[src/rtl/dsq_pkg.sv]
package dsq_pkg;

    typedef enum logic [1:0] {
        PH_AZ    = 2'd0,
        PH_HOLD  = 2'd1,
        PH_INT   = 2'd2,
        PH_DEINT = 2'd3
    } dsq_phase_e;

    function automatic int dsq_max3(input int a, input int b, input int c);
        int m;
        m = (a > b) ? a : b;
        return (m > c) ? m : c;
    endfunction

    function automatic int dsq_ext_w(input int span);
        return (span > 1) ? $clog2(span) : 1;
    endfunction

endpackage

[src/rtl/dsq_az_len.sv]
module dsq_az_len #(
    parameter int AZ_MIN = 1790,
    parameter int AZ_MAX = 2041,
    parameter int CNT_W  = 13
) (
    input  logic [dsq_pkg::dsq_ext_w(AZ_MAX-AZ_MIN+1)-1:0] last_low_i,
    output logic [CNT_W-1:0]                               az_last_o
);
    localparam int SPAN = AZ_MAX - AZ_MIN + 1;
    localparam int EW   = dsq_pkg::dsq_ext_w(SPAN);

    logic [EW-1:0] ext;

    always_comb begin
        if (int'(last_low_i) > SPAN - 1) ext = EW'(SPAN - 1);
        else                             ext = last_low_i;
        az_last_o = CNT_W'(AZ_MIN - 1) + CNT_W'(ext);
    end
endmodule

[src/rtl/dsq_latch_timer.sv]
module dsq_latch_timer #(
    parameter int LATCH_DLY = 7
) (
    input  logic clk,
    input  logic rst,
    input  logic start_i,
    output logic fire_o
);
    localparam int DW = $clog2(LATCH_DLY + 1);
    localparam logic [DW-1:0] DLY_LAST = DW'(LATCH_DLY - 1);

    typedef struct packed {
        logic          pend;
        logic [DW-1:0] dly;
    } tmr_t;

    tmr_t q, d;

    assign fire_o = q.pend && (q.dly == DLY_LAST);

    always_comb begin
        d = q;
        if (start_i) begin
            d.pend = 1'b1;
            d.dly  = '0;
        end else if (q.pend) begin
            if (q.dly == DLY_LAST) d.pend = 1'b0;
            else                   d.dly  = q.dly + 1'b1;
        end
    end

    always_ff @(posedge clk) begin
        if (rst) q <= '0;
        else     q <= d;
    end

    a_r8_fire_single: assert property (@(posedge clk) disable iff (rst)
        fire_o |=> !fire_o);
endmodule

[src/rtl/dsq_sequencer.sv]
module dsq_sequencer #(
    parameter int AZ_MIN    = 1790,
    parameter int AZ_MAX    = 2041,
    parameter int INT_CNT   = 2048,
    parameter int DEINT_MAX = 4096,
    parameter int LATCH_DLY = 7,
    parameter int CNT_W     = $clog2(dsq_pkg::dsq_max3(AZ_MAX, INT_CNT, DEINT_MAX) + 1)
) (
    input  logic             clk,
    input  logic             rst,
    input  logic             run_i,
    input  logic             cmp_i,
    output logic             phase_az_o,
    output logic             phase_int_o,
    output logic             phase_deint_o,
    output logic [CNT_W-1:0] count_o,
    output logic [CNT_W-1:0] result_o,
    output logic             polarity_o,
    output logic             overrange_o,
    output logic             latch_o,
    output logic             status_o
);
    import dsq_pkg::*;

    localparam int EW = dsq_ext_w(AZ_MAX - AZ_MIN + 1);
    localparam logic [CNT_W-1:0] INT_LAST   = CNT_W'(INT_CNT - 1);
    localparam logic [CNT_W-1:0] DEINT_LAST = CNT_W'(DEINT_MAX - 1);

    typedef struct packed {
        dsq_phase_e       st;
        logic [CNT_W-1:0] cnt;
        logic             pol;
        logic [CNT_W-1:0] cap;
        logic             cap_pol;
        logic             cap_ovr;
        logic [CNT_W-1:0] res;
        logic             res_pol;
        logic             res_ovr;
        logic             latch;
        logic             status;
    } seq_t;

    seq_t             q, d;
    logic [CNT_W-1:0] az_last;
    logic             deint_end;
    logic             fire;

    dsq_az_len #(.AZ_MIN(AZ_MIN), .AZ_MAX(AZ_MAX), .CNT_W(CNT_W)) u_az_len (
        .last_low_i (q.cap[EW-1:0]),
        .az_last_o  (az_last)
    );

    dsq_latch_timer #(.LATCH_DLY(LATCH_DLY)) u_latch_tmr (
        .clk     (clk),
        .rst     (rst),
        .start_i (deint_end),
        .fire_o  (fire)
    );

    always_comb begin
        d         = q;
        d.latch   = 1'b0;
        deint_end = 1'b0;
        unique case (q.st)
            PH_AZ: begin
                if (q.cnt == az_last) begin
                    if (run_i) begin
                        d.st     = PH_INT;
                        d.cnt    = '0;
                        d.status = 1'b1;
                    end else begin
                        d.st = PH_HOLD;
                    end
                end else begin
                    d.cnt = q.cnt + 1'b1;
                end
            end
            PH_HOLD: begin
                if (run_i) begin
                    d.st     = PH_INT;
                    d.cnt    = '0;
                    d.status = 1'b1;
                end
            end
            PH_INT: begin
                if (q.cnt == INT_LAST) begin
                    d.st  = PH_DEINT;
                    d.cnt = '0;
                    d.pol = cmp_i;
                end else begin
                    d.cnt = q.cnt + 1'b1;
                end
            end
            PH_DEINT: begin
                if ((cmp_i != q.pol) || (q.cnt == DEINT_LAST)) begin
                    deint_end = 1'b1;
                    d.cap     = q.cnt;
                    d.cap_pol = q.pol;
                    d.cap_ovr = (cmp_i == q.pol);
                    d.st      = PH_AZ;
                    d.cnt     = '0;
                end else begin
                    d.cnt = q.cnt + 1'b1;
                end
            end
            default: d.st = PH_AZ;
        endcase
        if (fire) begin
            d.res     = q.cap;
            d.res_pol = q.cap_pol;
            d.res_ovr = q.cap_ovr;
            d.latch   = 1'b1;
            d.status  = 1'b0;
        end
    end

    always_ff @(posedge clk) begin
        if (rst) begin
            q    <= '0;
            q.st <= PH_AZ;
        end else begin
            q <= d;
        end
    end

    assign phase_az_o    = (q.st == PH_AZ) || (q.st == PH_HOLD);
    assign phase_int_o   = (q.st == PH_INT);
    assign phase_deint_o = (q.st == PH_DEINT);
    assign count_o       = q.cnt;
    assign result_o      = q.res;
    assign polarity_o    = q.res_pol;
    assign overrange_o   = q.res_ovr;
    assign latch_o       = q.latch;
    assign status_o      = q.status;

    a_r3_no_early_exit: assert property (@(posedge clk) disable iff (rst)
        (phase_az_o && !$isunknown(az_last) && q.st == PH_AZ && count_o != az_last)
        |=> (q.st == PH_AZ));
    a_r4_hold_frozen: assert property (@(posedge clk) disable iff (rst)
        (q.st == PH_HOLD && !run_i) |=> (q.st == PH_HOLD && $stable(count_o) && !status_o));
    a_r5_int_len: assert property (@(posedge clk) disable iff (rst)
        (phase_int_o && count_o == INT_LAST) |=> (phase_deint_o && count_o == '0));
    a_r6_cross_ends: assert property (@(posedge clk) disable iff (rst)
        (phase_deint_o && cmp_i != q.pol) |=> (phase_az_o && !q.cap_ovr));
    a_r7_deint_bound: assert property (@(posedge clk) disable iff (rst)
        phase_deint_o |-> (count_o <= DEINT_LAST));
    a_r8_result_steady: assert property (@(posedge clk) disable iff (rst)
        !fire |=> $stable(result_o));
    a_r9_status_busy: assert property (@(posedge clk) disable iff (rst)
        (phase_int_o || phase_deint_o) |-> status_o);
    a_r10_phase_onehot: assert property (@(posedge clk) disable iff (rst)
        $countones({phase_az_o, phase_int_o, phase_deint_o}) == 1);
endmodule

[config.mk]
export PLATFORM = sky130hd
export DESIGN_NAME = dsq_sequencer
export DESIGN_NICKNAME = d
export VERILOG_FILES = /design/src/rtl/dsq_pkg.sv /design/src/rtl/dsq_az_len.sv /design/src/rtl/dsq_latch_timer.sv /design/src/rtl/dsq_sequencer.sv
export SDC_FILE = /design/constraint.sdc
export NUM_CORES = 1
export LEC_CHECK = 0
export ABC_CLOCK_PERIOD_IN_PS = 6800
export BUFFER_PORTS_ARGS = -buffer_cell sky130_fd_sc_hd__buf_2
export CAP_MARGIN = 40
export CORE_MARGIN = 2
export CORE_UTILIZATION = 40
export DETAILED_ROUTE_END_ITERATION = 8
export GPL_ROUTABILITY_DRIVEN = 0
export GPL_TIMING_DRIVEN = 0
export PLACE_DENSITY = 0.69
export SETUP_SLACK_MARGIN = 0.05
export SYNTH_ARGS = -nofsm -noshare
export SYNTH_HDL_FRONTEND = slang
export SYNTH_SLANG_ARGS = --single-unit
export TNS_END_PERCENT = 30
[constraint.sdc]
create_clock -name clk -period 6.8 [get_ports clk]
set_input_delay 0.34 -clock clk [delete_from_list [all_inputs] [get_ports clk]]
set_output_delay 0.34 -clock clk [all_outputs]
set_load 0.005 [all_outputs]
==> flow_summary.json <==
{
  "setup_violations": 0,
  "grt_antenna_before_repair": 0,
  "async_flop_share_pct": 0,
  "grt_pass1_vias": 2405,
  "final_max_slew_viol_count": 0,
  "die_area_sq_um": 8470,
  "period_needed_ns": 3.00,
  "synth_mux_area_share_pct": 5.37,
  "leakage_nw": 1.43,
  "synth_compound_area_share_pct": 19.5,
  "crit_fanout": 10,
  "drc_errors": 0,
  "maxCapViolCount": 0,
  "yosysTopAreaCell": "dfxtp_1",
  "synthFlopType": "dfxtp_1",
  "synth.distinct_cells": 58,
  "postLayoutSetupSlackWorst_ns": 3.80,
  "drive_gt1_share_pct": 26.1,
  "cts_max_level": 2,
  "vias": 2568,
  "wl_per_cell_microns": 13.6,
  "area.growth.synth_to_final_pct": 12.6,
  "hold_class": "primary input to flip-flop",
  "cts.sinks": 52,
  "ant_nets": 0,
  "skew_ns": 0.00972,
  "synth_top_family_by_area": "simple AND/OR/NAND/NOR gates",
  "drt_iter0_markers": 141,
  "avgViaCountPerCell": 5.18,
  "cts_hold_buf": 0,
  "drt-pass1-iter-count": 4,
  "p_sw_uw": 134,
  "yosys.area_share.simple_pct": 22.6,
  "synth_area_per_cell_sq_um": 8.83,
  "clockBufferDepth": 2,
  "netlist_area_sq_um": 3100,
  "worst_slew_pin_slew_ns": 0.557,
  "synthXorXnorAreaFrac_pct": 3.96,
  "slew_headroom_pct": 61.8,
  "synth_fa_ha_area_share_pct": 3.23,
  "grt-ovfl-total": 0,
  "ctsResizeCount": 0,
  "die_h_microns": 92.0,
  "cts_tree": "done",
  "hold_slack_ns": 0.321,
  "syn_nets": 363,
  "irDropWorstVdd_mv": 0.0805,
  "clk_latency_ns": 0.31,
  "wirelength_microns": 6760,
  "setup_tns_ns": 0,
  "grt_usage_pct": 16.9,
  "hold_viol": 0,
  "cp.arrival_ns": 3.21,
  "cp-start-kind": "flip-flop",
  "crit_required_ns": 7.01,
  "synth_area_leaders": "dfxtp_1 (34%), buf_4 (6.5%), mux2i_1 (4.5%), nand2_1 (4.5%), a22o_1 (4.0%)",
  "switching_share_pct": 25.3,
  "num_io_pins": 37,
  "portBuffers": 35,
  "grt_pass1_wl_microns": 11500,
  "fp.coreArea_sq_um": 7610,
  "ys_ff_latch": 52,
  "fillers": 785,
  "num_antenna_cells": 0,
  "rsz0062_at_grt": "false",
  "p_clk_share_pct": 34.3,
  "yosysSeqAreaShare_pct": 33.6,
  "grt_max_degree": 17,
  "p_comb_share_pct": 7.2,
  "num_rows": 32,
  "timing.final.crit_share_pct": 44.2,
  "syn-instance-count": 351,
  "critPathKind": "flip-flop to flip-flop",
  "status": "finished, final reports clean",
  "dieWidth_microns": 92.0,
  "dp_slack_ns": 3.85,
  "clkTransAtPathRegs_ns": 0.10,
  "ys_warn_count": 0,
  "final_cells": 496,
  "fmax_ghz": 0.333,
  "pwr_density_cell_nw_per_um2": 152,
  "power_frac_seq_pct": 58.5,
  "dp_hpwl_microns": 5070,
  "synth_edf_count": 0,
  "synth_top_area_share_pct": 33.6,
  "start_util_pct": 40.7,
  "placed_cells": 488,
  "root_buffer": "clkbuf_8",
  "nNetsFinal": 405,
  "cellInternalPower_uw": 396,
  "cts_buffers": 5,
  "critPathCaptureType": "flip-flop",
  "post-cts-setup-buffers": 0
}
## cell usage after synthesis, types with 3 or more instances
master	count
nand2b_1	3
ha_1	8
nand2_1	37
clkbuf_1	10
a31oi_1	3
xor2_1	5
a21oi_1	21
nor3_1	8
a22o_1	14
dfxtp_1	52
buf_2	6
nand4_1	6
nor2_1	19
and3_1	4
and4_1	4
buf_6	7
mux2i_1	14
nor3b_1	9
a211oi_1	3
nand3_1	10
or2_2	4
a21oi_2	3
nor2b_1	4
buf_4	27
o21ai_0	8
xnor2_1	9
a22oi_1	3
o21ai_1	6
inv_1	4
and2_1	5
## per-stage QoR
stage	instance area [sq um]	total power [mW]	util [%]
2_1_floorplan	3100	0.343	-
6_report	3490	0.529	45.9
3_5_place_dp	3400	0.354	44.7
5_1_grt	3490	0.555	45.9
3_3_place_gp	3400	0.353	44.7
4_1_cts	3490	0.533	45.9
## cell usage in the layout (no fill, tap or decap), types with 10 or more instances in the layout
cell type / n
nor2_1: 19
nand3_1: 10
mux2i_1: 14
buf_4: 27
nand2_1: 37
buf_2: 41
a22o_1: 14
clkbuf_1: 11
a21oi_1: 21
dfxtp_1: 52
## power groups by stage
stage / Sequential (mW) / Combinational (mW) / Clock, mW
after floorplan: 0.316 / 0.0275 / 0
after global placement: 0.317 / 0.0365 / 0
after detailed placement: 0.317 / 0.0375 / 0
after CTS: 0.310 / 0.0378 / 0.185
after global routing: 0.310 / 0.0427 / 0.202
final: 0.310 / 0.0380 / 0.182
## logic make-up after synthesis
logic type | Yosys count
and+or+nand+nor | 126
DFF | 52
adders and majority gates | 8
muxes | 16
buffers and inverters | 54
xor gates and xnor gates | 14
AOI/OAI and AO/OA | 81
## final cells by class
cell class	instances	area [sq um]	area share (%)
Clock buffer	6	72.6	2.08
Multi-Input combinational cell	245	1690	48.5
Clock inverter	2	16.3	0.466
Tap cell	102	128	3.66
Buffer	50	349	10.0
Inverter	4	15.0	0.430
Sequential cell	52	1040	29.8
Timing Repair Buffer	35	175	5.02
## registers in the layout (all words and copies together), names as in the netlist
name,cells
count_o,13
latch_o,1
overrange_o,1
polarity_o,1
q,18
result_o,13
status_o,1
u_latch_tmr.q,4
## worst max-delay path, cell delays in order, from the launching register on
cell	delay, ns
dfxtp_1	0.46
nand3_1	0.15
nor2_1	0.21
or2_2	0.14
ha_1	0.23
xor2_1	0.23
a211oi_1	0.12
nor4_4	0.47
nand4_1	0.33
buf_2	0.29
o21ai_0	0.17
mux2i_1	0.10
## layer usage
metal | vias to the layer above | GRT usage [%] | wire length [microns]
met4 | 0 | 7.71 | 189
met5 | - | 0 | 0
li1 | 1312 | - | -
met2 | 57 | 28.0 | 3110
met1 | 1186 | 21.7 | 3210
met3 | 13 | 2.47 | 259
## final timing paths
kind	startpoint	endpoint	slack [ns]	cells after the start
worst max-delay path	q[26]	count_o[5]	3.80	11
worst min-delay path	cmp_i	q[32]	0.32	3
worst max register to register	q[26]	count_o[5]	3.80	11
worst min register to register	q[18]	q[18]	0.46	2
No activity file was read; power rests on OpenSTA's default activity.
